===== config.mk =====
export PLATFORM = sky130hd
export DESIGN_NAME = uart_fe
export DESIGN_NICKNAME = d
export VERILOG_FILES = /design/src/rtl/uart_fe_pkg.sv /design/src/rtl/uart_fe_rxq.sv /design/src/rtl/uart_fe_regs.sv /design/src/rtl/uart_fe.sv
export SDC_FILE = /design/constraint.sdc
export NUM_CORES = 1
export LEC_CHECK = 0
export ABC_AREA = 1
export BUFFER_PORTS_ARGS = -buffer_cell sky130_fd_sc_hd__buf_2
export CAP_MARGIN = 20
export CORE_ASPECT_RATIO = 1.25
export CORE_MARGIN = 8
export CORE_UTILIZATION = 45
export DETAILED_ROUTE_END_ITERATION = 12
export PLACE_DENSITY = 0.64
export SYNTH_ARGS = -nofsm -noshare
export SYNTH_HDL_FRONTEND = slang
export SYNTH_SLANG_ARGS = --single-unit

===== constraint.sdc =====
create_clock -name clk -period 2.65 [get_ports clk]
set_clock_uncertainty 0.2 [all_clocks]
set_input_delay 0.265 -clock clk [delete_from_list [all_inputs] [get_ports clk]]
set_output_delay 0.265 -clock clk [all_outputs]
set_load 0.01 [all_outputs]

===== src/rtl/uart_fe_pkg.sv =====
package uart_fe_pkg;

    localparam int WORD_W = 32;
    localparam int BYTE_W = 8;
    localparam int ERR_W  = 3;

    // Control word bit positions
    localparam int CTL_TX_CLR = 0;
    localparam int CTL_RX_CLR = 1;
    localparam int CTL_IRQ_EN = 4;

    typedef enum logic [1:0] {
        W_RXD  = 2'd0,
        W_TXD  = 2'd1,
        W_STAT = 2'd2,
        W_CTRL = 2'd3
    } word_e;

    // Status word layout, MSB first
    typedef struct packed {
        logic [WORD_W-9:0] rsvd;
        logic              parity_err;
        logic              frame_err;
        logic              overrun_err;
        logic              pend;
        logic              tx_full;
        logic              tx_empty;
        logic              rx_full;
        logic              rx_avail;
    } stat_t;

    // One-hot decoded bus access
    typedef struct packed {
        logic rd_rxd;
        logic rd_stat;
        logic wr_txd;
        logic wr_stat;
        logic wr_ctrl;
    } acc_t;

    function automatic acc_t decode_acc(logic valid, logic write, word_e w);
        acc_t a;
        a.rd_rxd  = valid && !write && (w == W_RXD);
        a.rd_stat = valid && !write && (w == W_STAT);
        a.wr_txd  = valid &&  write && (w == W_TXD);
        a.wr_stat = valid &&  write && (w == W_STAT);
        a.wr_ctrl = valid &&  write && (w == W_CTRL);
        return a;
    endfunction

    function automatic stat_t pack_status(logic avail, logic full, logic pend,
                                          logic [ERR_W-1:0] err);
        stat_t s;
        s.rsvd        = '0;
        s.parity_err  = err[2];
        s.frame_err   = err[1];
        s.overrun_err = err[0];
        s.pend        = pend;
        s.tx_full     = 1'b0;
        s.tx_empty    = 1'b1;
        s.rx_full     = full;
        s.rx_avail    = avail;
        return s;
    endfunction

endpackage


===== src/rtl/uart_fe_rxq.sv =====
module uart_fe_rxq #(
    parameter int DEPTH  = 8,
    parameter int BYTE_W = 8
) (
    input  logic                         clk,
    input  logic                         rst,
    input  logic                         in_valid,
    input  logic [BYTE_W-1:0]            in_data,
    output logic                         in_ready,
    input  logic                         pop,
    input  logic                         clr,
    output logic [BYTE_W-1:0]            head,
    output logic                         avail,
    output logic                         full,
    output logic                         avail_next
);
    // DEPTH must be a power of two: read position is derived by modular subtraction
    localparam int PTR_W = (DEPTH > 1) ? $clog2(DEPTH) : 1;
    localparam int CNT_W = $clog2(DEPTH + 1);
    localparam logic [CNT_W-1:0] CNT_MAX = CNT_W'(DEPTH);

    logic [BYTE_W-1:0] slot [DEPTH];
    logic [PTR_W-1:0]  wr_ptr;
    logic [PTR_W-1:0]  rd_ptr;
    logic [CNT_W-1:0]  cnt_q;
    logic [CNT_W-1:0]  cnt_d;
    logic              push;
    logic              take;

    assign full     = (cnt_q == CNT_MAX);
    assign avail    = (cnt_q != '0);
    assign in_ready = !full;
    assign push     = in_valid && !full && !clr;
    assign take     = pop && avail && !clr;
    assign rd_ptr   = wr_ptr - PTR_W'(cnt_q);
    assign head     = slot[rd_ptr];

    always_comb begin
        if (clr) begin
            cnt_d = '0;
        end else begin
            unique case ({push, take})
                2'b10:   cnt_d = cnt_q + 1'b1;
                2'b01:   cnt_d = cnt_q - 1'b1;
                default: cnt_d = cnt_q;
            endcase
        end
    end

    assign avail_next = (cnt_d != '0);

    always_ff @(posedge clk) begin
        if (rst || clr) begin
            wr_ptr <= '0;
            cnt_q  <= '0;
        end else begin
            cnt_q <= cnt_d;
            if (push) wr_ptr <= wr_ptr + 1'b1;
        end
    end

    for (genvar g = 0; g < DEPTH; g++) begin : g_slot
        always_ff @(posedge clk) begin
            if (rst) begin
                slot[g] <= '0;
            end else if (push && (wr_ptr == PTR_W'(g))) begin
                slot[g] <= in_data;
            end
        end
    end

    // count never exceeds capacity
    assert_no_overflow_R4: assert property (@(posedge clk) disable iff (rst)
        cnt_q <= CNT_MAX);

    // full queue stays full when a byte is offered and nothing leaves
    assert_full_drop_R4: assert property (@(posedge clk) disable iff (rst)
        (full && in_valid && !pop && !clr) |=> full);

    // pop of a nonempty queue without arrival lowers the count by one
    assert_pop_dec_R3: assert property (@(posedge clk) disable iff (rst)
        (pop && avail && !in_valid && !clr) |=> (cnt_q == $past(cnt_q) - 1'b1));

    // pop of an empty queue leaves it empty
    assert_empty_pop_R3: assert property (@(posedge clk) disable iff (rst)
        (pop && !avail && !in_valid && !clr) |=> !avail);

    // simultaneous accept and pop keep the count
    assert_push_pop_R13: assert property (@(posedge clk) disable iff (rst)
        (pop && avail && in_valid && !full && !clr) |=> $stable(cnt_q));

endmodule


===== src/rtl/uart_fe_regs.sv =====
module uart_fe_regs
    import uart_fe_pkg::*;
(
    input  logic              clk,
    input  logic              rst,
    input  acc_t              acc,
    input  logic [WORD_W-1:0] wdata,
    input  logic              avail_next,
    output logic [WORD_W-1:0] ctrl_q,
    output logic [WORD_W-1:0] tx_q,
    output logic              pend_q,
    output logic              tx_strobe,
    output logic              irq
);
    logic pend_d;

    // Pending: set by data left in the queue or a transmit write; a status read clears
    assign pend_d = acc.wr_txd || avail_next || (pend_q && !acc.rd_stat);

    always_ff @(posedge clk) begin
        if (rst) begin
            ctrl_q    <= '0;
            tx_q      <= '0;
            pend_q    <= 1'b0;
            tx_strobe <= 1'b0;
            irq       <= 1'b0;
        end else begin
            if (acc.wr_ctrl) ctrl_q <= wdata;
            if (acc.wr_txd)  tx_q   <= wdata;
            tx_strobe <= acc.wr_txd;
            pend_q    <= pend_d;
            irq       <= pend_d && (acc.wr_ctrl ? wdata[CTL_IRQ_EN] : ctrl_q[CTL_IRQ_EN]);
        end
    end

    // a transmit write leaves the pending flag set
    assert_pend_on_tx_R7: assert property (@(posedge clk) disable iff (rst)
        acc.wr_txd |=> pend_q);

    // strobe follows a transmit write with the written low byte
    assert_tx_strobe_R11: assert property (@(posedge clk) disable iff (rst)
        acc.wr_txd |=> (tx_strobe && (tx_q[BYTE_W-1:0] == $past(wdata[BYTE_W-1:0]))));

    // no strobe without a preceding transmit write
    assert_tx_no_spur_R11: assert property (@(posedge clk) disable iff (rst)
        !acc.wr_txd |=> !tx_strobe);

    // interrupt only with enable set
    assert_irq_gate_R9: assert property (@(posedge clk) disable iff (rst)
        irq |-> (ctrl_q[CTL_IRQ_EN] && pend_q));

endmodule


===== src/rtl/uart_fe.sv =====
module uart_fe
    import uart_fe_pkg::*;
#(
    parameter int ADDR_W = 4,
    parameter int DEPTH  = 8
) (
    input  logic              clk,
    input  logic              rst,
    input  logic              bus_valid,
    input  logic              bus_write,
    input  logic [ADDR_W-1:0] bus_addr,
    input  logic [31:0]       bus_wdata,
    output logic [31:0]       bus_rdata,
    input  logic              rx_valid,
    input  logic [7:0]        rx_data,
    output logic              rx_ready,
    input  logic [2:0]        line_err,
    output logic              tx_strobe,
    output logic [7:0]        tx_data
,
    output logic              irq
);
    word_e             word;
    acc_t              acc;
    logic              rx_clr;
    logic [BYTE_W-1:0] head;
    logic              avail;
    logic              full;
    logic              avail_next;
    logic [WORD_W-1:0] ctrl_q;
    logic [WORD_W-1:0] tx_q;
    logic              pend_q;
    stat_t             stat;

    assign word   = word_e'(bus_addr[3:2]);
    assign acc    = decode_acc(bus_valid, bus_write, word);
    assign rx_clr = acc.wr_ctrl && bus_wdata[CTL_RX_CLR];

    uart_fe_rxq #(
        .DEPTH  (DEPTH),
        .BYTE_W (BYTE_W)
    ) u_rxq (
        .clk        (clk),
        .rst        (rst),
        .in_valid   (rx_valid),
        .in_data    (rx_data),
        .in_ready   (rx_ready),
        .pop        (acc.rd_rxd),
        .clr        (rx_clr),
        .head       (head),
        .avail      (avail),
        .full       (full),
        .avail_next (avail_next)
    );

    uart_fe_regs u_regs (
        .clk        (clk),
        .rst        (rst),
        .acc        (acc),
        .wdata      (bus_wdata),
        .avail_next (avail_next),
        .ctrl_q     (ctrl_q),
        .tx_q       (tx_q),
        .pend_q     (pend_q),
        .tx_strobe  (tx_strobe),
        .irq        (irq)
    );

    assign tx_data = tx_q[BYTE_W-1:0];
    assign stat    = pack_status(avail, full, pend_q, line_err);

    always_comb begin
        unique case (word)
            W_RXD:   bus_rdata = {{(WORD_W-BYTE_W){1'b0}}, head};
            W_TXD:   bus_rdata = tx_q;
            W_STAT:  bus_rdata = stat;
            W_CTRL:  bus_rdata = ctrl_q;
            default: bus_rdata = '0;
        endcase
    end

    // a receive clear empties the queue
    assert_rx_clear_R6: assert property (@(posedge clk) disable iff (rst)
        rx_clr |=> (!avail && rx_ready));

    // status read with empty queue and no arrival drops the pending flag
    assert_pend_clear_R8: assert property (@(posedge clk) disable iff (rst)
        (acc.rd_stat && !avail && !rx_valid) |=> !pend_q);

    // data left in the queue keeps the pending flag set
    assert_pend_on_data_R7: assert property (@(posedge clk) disable iff (rst)
        avail |-> pend_q);

    // a status write touches neither control nor transmit storage
    assert_stat_wr_ignored_R10: assert property (@(posedge clk) disable iff (rst)
        acc.wr_stat |=> ($stable(ctrl_q) && $stable(tx_q)));

endmodule


==> flow_summary.toml <==
[power_and_ir_drop]
power_density_nw_per_um2 = 745.2
irDropWorstVdd_mv = 0.4893
design_power_total_w = 0.006131
p_leak_nw = 3.599

[cts]
h-tree-depth = 4
clockRootBuffer = "clkbuf_16"
clock_path_buffers = 2
clkSinkCount = 138
clk_latency_ps = 410
cts_tree = "yes"
path_clk_slew_ps = 60
cts_buffers = 17

[sta]
worst_pin_slew_ps = 484.8
period_share = 1.122
period_needed_ps = 2974
maxSlewViolCount = 0
slew_headroom = 0.6760
hold_viol = 0
max_freq_ghz = 0.3362
holdWs_ps = 85.75
rsz0062_at_grt = "yes"
setup_tns_ps = -1983
fin_ws_ps = -324.2
setup_violations = 8

[yosys]
yosys_warnings = 0
synth_edf_count = 64
synth_flop_cell = "dfxtp_1"
synth.distinct_cells = 37
post_synth.cell_area_avg_um2 = 8.604
ys_ff_latch = 138
netlist_area_um2 = 6470
synth_cells = 752
synthArstFlopShare = 0
synth.yosys.seq_area_share = 0.5260
syn_nets = 815

[floorplan]
rows = 49
coreArea_um2 = 14220
io_pins = 95
die_y_um = 150.1
die_w_um = 123.3
dieArea_um2 = 18490
initial_utilization = 0.4549

[routing]
routed_wl_mm = 17.21
num_vias = 5584
drt_pass1_iterations = 5
viasPerCell = 5.204
drc_errors = 0
antenna_left = 0
wl_per_cell_um = 16.04
dr.first_iter.drc_count = 397

[cells_and_area]
area_growth_pct = 27.17
final_layout_size_suffix_gt1_frac = 0.2324
nNetsFinal = 946
stdcell_area_um2 = 8228
diodes = 0

[status]
status = "finished, violations left"
violations = "setup timing"

[place]
io_buffers = 92
place.gp.congestion = 0.8260
placed_cell_area_um2 = 7126
hpwlAfterDp_mm = 11.98

[critical_path]
arrival_ps = 2510
startpoint_type = "flop"
worst-path-max-fanout = 7
crit_path_end_kind = "output pin"
critical_path_required_ps = 2180
crit_type = "flop to output pin"

[global_routing]
track_usage = 0.1877
overflow = 0
grt_max_degree = 48
grt_pass1_wl_mm = 27.39
antenna_found_initial = 0
first_global_vias = 5694

[min_path]
hold_class = "input pin to flop"

[flow_run]
max_cap_viol_count = 0
## routing by layer
metal  global-route usage  vias to the layer above  routed length [µm]  share of wire
met3              0.03775                       26                 884          0.051
met2               0.3422                      162                8901           0.52
met4              0.07483                        0                 333          0.019
met5                    0                        -                   0              0
li1                     -                     2752                   -              -
met1               0.2065                     2644                7089           0.41
## synth_stat cells (2+ instances only)
| master | number | area (µm²) |
|---|---|---|
| buf_4 | 9 | 67.56 |
| nor3_1 | 2 | 10.01 |
| a21oi_1 | 11 | 55.05 |
| nand3_4 | 2 | 35.03 |
| o21ai_0 | 92 | 460.4 |
| o21ai_1 | 7 | 35.03 |
| edfxtp_1 | 64 | 1922 |
| xnor2_4 | 2 | 55.05 |
| nand4_1 | 5 | 31.28 |
| clkbuf_1 | 23 | 86.33 |
| buf_2 | 11 | 55.05 |
| nand2_2 | 4 | 25.02 |
| ha_1 | 10 | 125.1 |
| o22ai_1 | 3 | 18.77 |
| buf_1 | 2 | 7.510 |
| inv_1 | 36 | 135.1 |
| nand4_4 | 5 | 106.4 |
| dfxtp_1 | 74 | 1481 |
| a22o_1 | 26 | 227.7 |
| nand3_1 | 29 | 145.1 |
| nand2_1 | 85 | 319.1 |
| nor2_1 | 233 | 874.6 |
| nor2_4 | 3 | 33.78 |
## flip-flops by register name, indices dropped and copies added, names as in the netlist
name / count
u_regs.tx_q: 32
u_rxq.cnt_q: 4
u_rxq.wr_ptr: 3
u_regs.pend_q: 1
u_regs.irq: 1
u_regs.tx_strobe: 1
u_regs.ctrl_q: 32
u_rxq.slot: 64
## power by group
part           leakage, nW  internal, W  switching (W)
Clock                0.274      0.00131       0.000949
Combinational         2.06     0.000609       0.000867
Sequential            1.27      0.00235      0.0000536
Total                 3.60      0.00426        0.00187
## area by class of cell
cell class | count | area [µm²]
inverters | 39 | 161.4
multi-input cells | 528 | 2770
flip-flops and latches | 138 | 3407
fillers | 1210 | 5996
clock inverters | 14 | 136.4
well taps | 178 | 222.7
repair buffers | 159 | 1105
clock buffers | 17 | 425.4
## logic make-up after synthesis
logic type      count (synthesis)  share of synthesized area
simple gates                  371                     0.2479
compound gates                141                     0.1257
flops                         138                     0.5260
buf+inv                        86                    0.06246
fa+ha+maj                      11                    0.02243
xor+xnor                        5                    0.01547
## cells in the final DEF, fill, tap and decap left out, types with 7 or more instances in the layout
master | netlist | layout
buf_4 | 9 | 27
inv_6 | 1 | 7
o21ai_1 | 7 | 19
edfxtp_1 | 64 | 64
inv_1 | 36 | 32
buf_2 | 11 | 91
ha_1 | 10 | 9
nand3_1 | 29 | 26
dlygate4sd3_1 | 0 | 33
a22o_1 | 26 | 26
a21oi_1 | 11 | 11
o21ai_0 | 92 | 74
dfxtp_1 | 74 | 71
clkbuf_16 | 0 | 17
nand2_1 | 85 | 85
nor2_1 | 233 | 226
## path summary, 6_finish.rpt
| kind | from | endpoint | slack (ps) | depth (start not counted) |
|---|---|---|---|---|
| worst max-delay path | u_rxq.wr_ptr[0]$_SDFFE_PP0P_ | bus_rdata[2] | -320 | 13 |
| worst min-delay path | rx_data[6] | u_rxq.slot[4][6]$_SDFFCE_PN0P_ | 90 | 3 |
| worst max register to register | u_rxq.cnt_q[1]$_SDFF_PP0_ | u_regs.pend_q$_SDFF_PP0_ | 60 | 14 |
| worst min register to register | u_regs.ctrl_q[1]$_SDFFE_PP0N_ | u_regs.ctrl_q[1]$_SDFFE_PP0N_ | 260 | 2 |
## per-stage QoR
stage / worst slack, ps / util / instances
5_1_grt: -394.6 / 0.5785 / 1073
3_3_place_gp: -19.34 / 0.5010 / 1001
4_1_cts: -288.6 / 0.5723 / 1069
3_5_place_dp: -124.7 / 0.5010 / 1001
2_1_floorplan: 152.3 / - / 752
6_report: -324.2 / 0.5785 / 1073
## critical path: stages, from the launching register on
cell and delay [ps]:
dfxtp_2 320, inv_2 70, ha_4 130, inv_2 30, fa_2 620, buf_6 160
buf_4 120, o21ai_2 50, o22ai_2 170, nand2_1 70, o21ai_1 80, nand2_1 80
nand3_2 90, buf_6 110
## repair_timing
item / 4_1_cts / 5_1_grt
hold buffers: 33 / 0
gates cloned: 0 / 0
buffers inserted: 4 / 4
gates resized for setup: 38 / 19
endpoints found under the setup margin: 10 / 10
pin swaps: 14 / 15
hold endpoints to repair: 67 / 0
(Power assumes the default switching activity.)
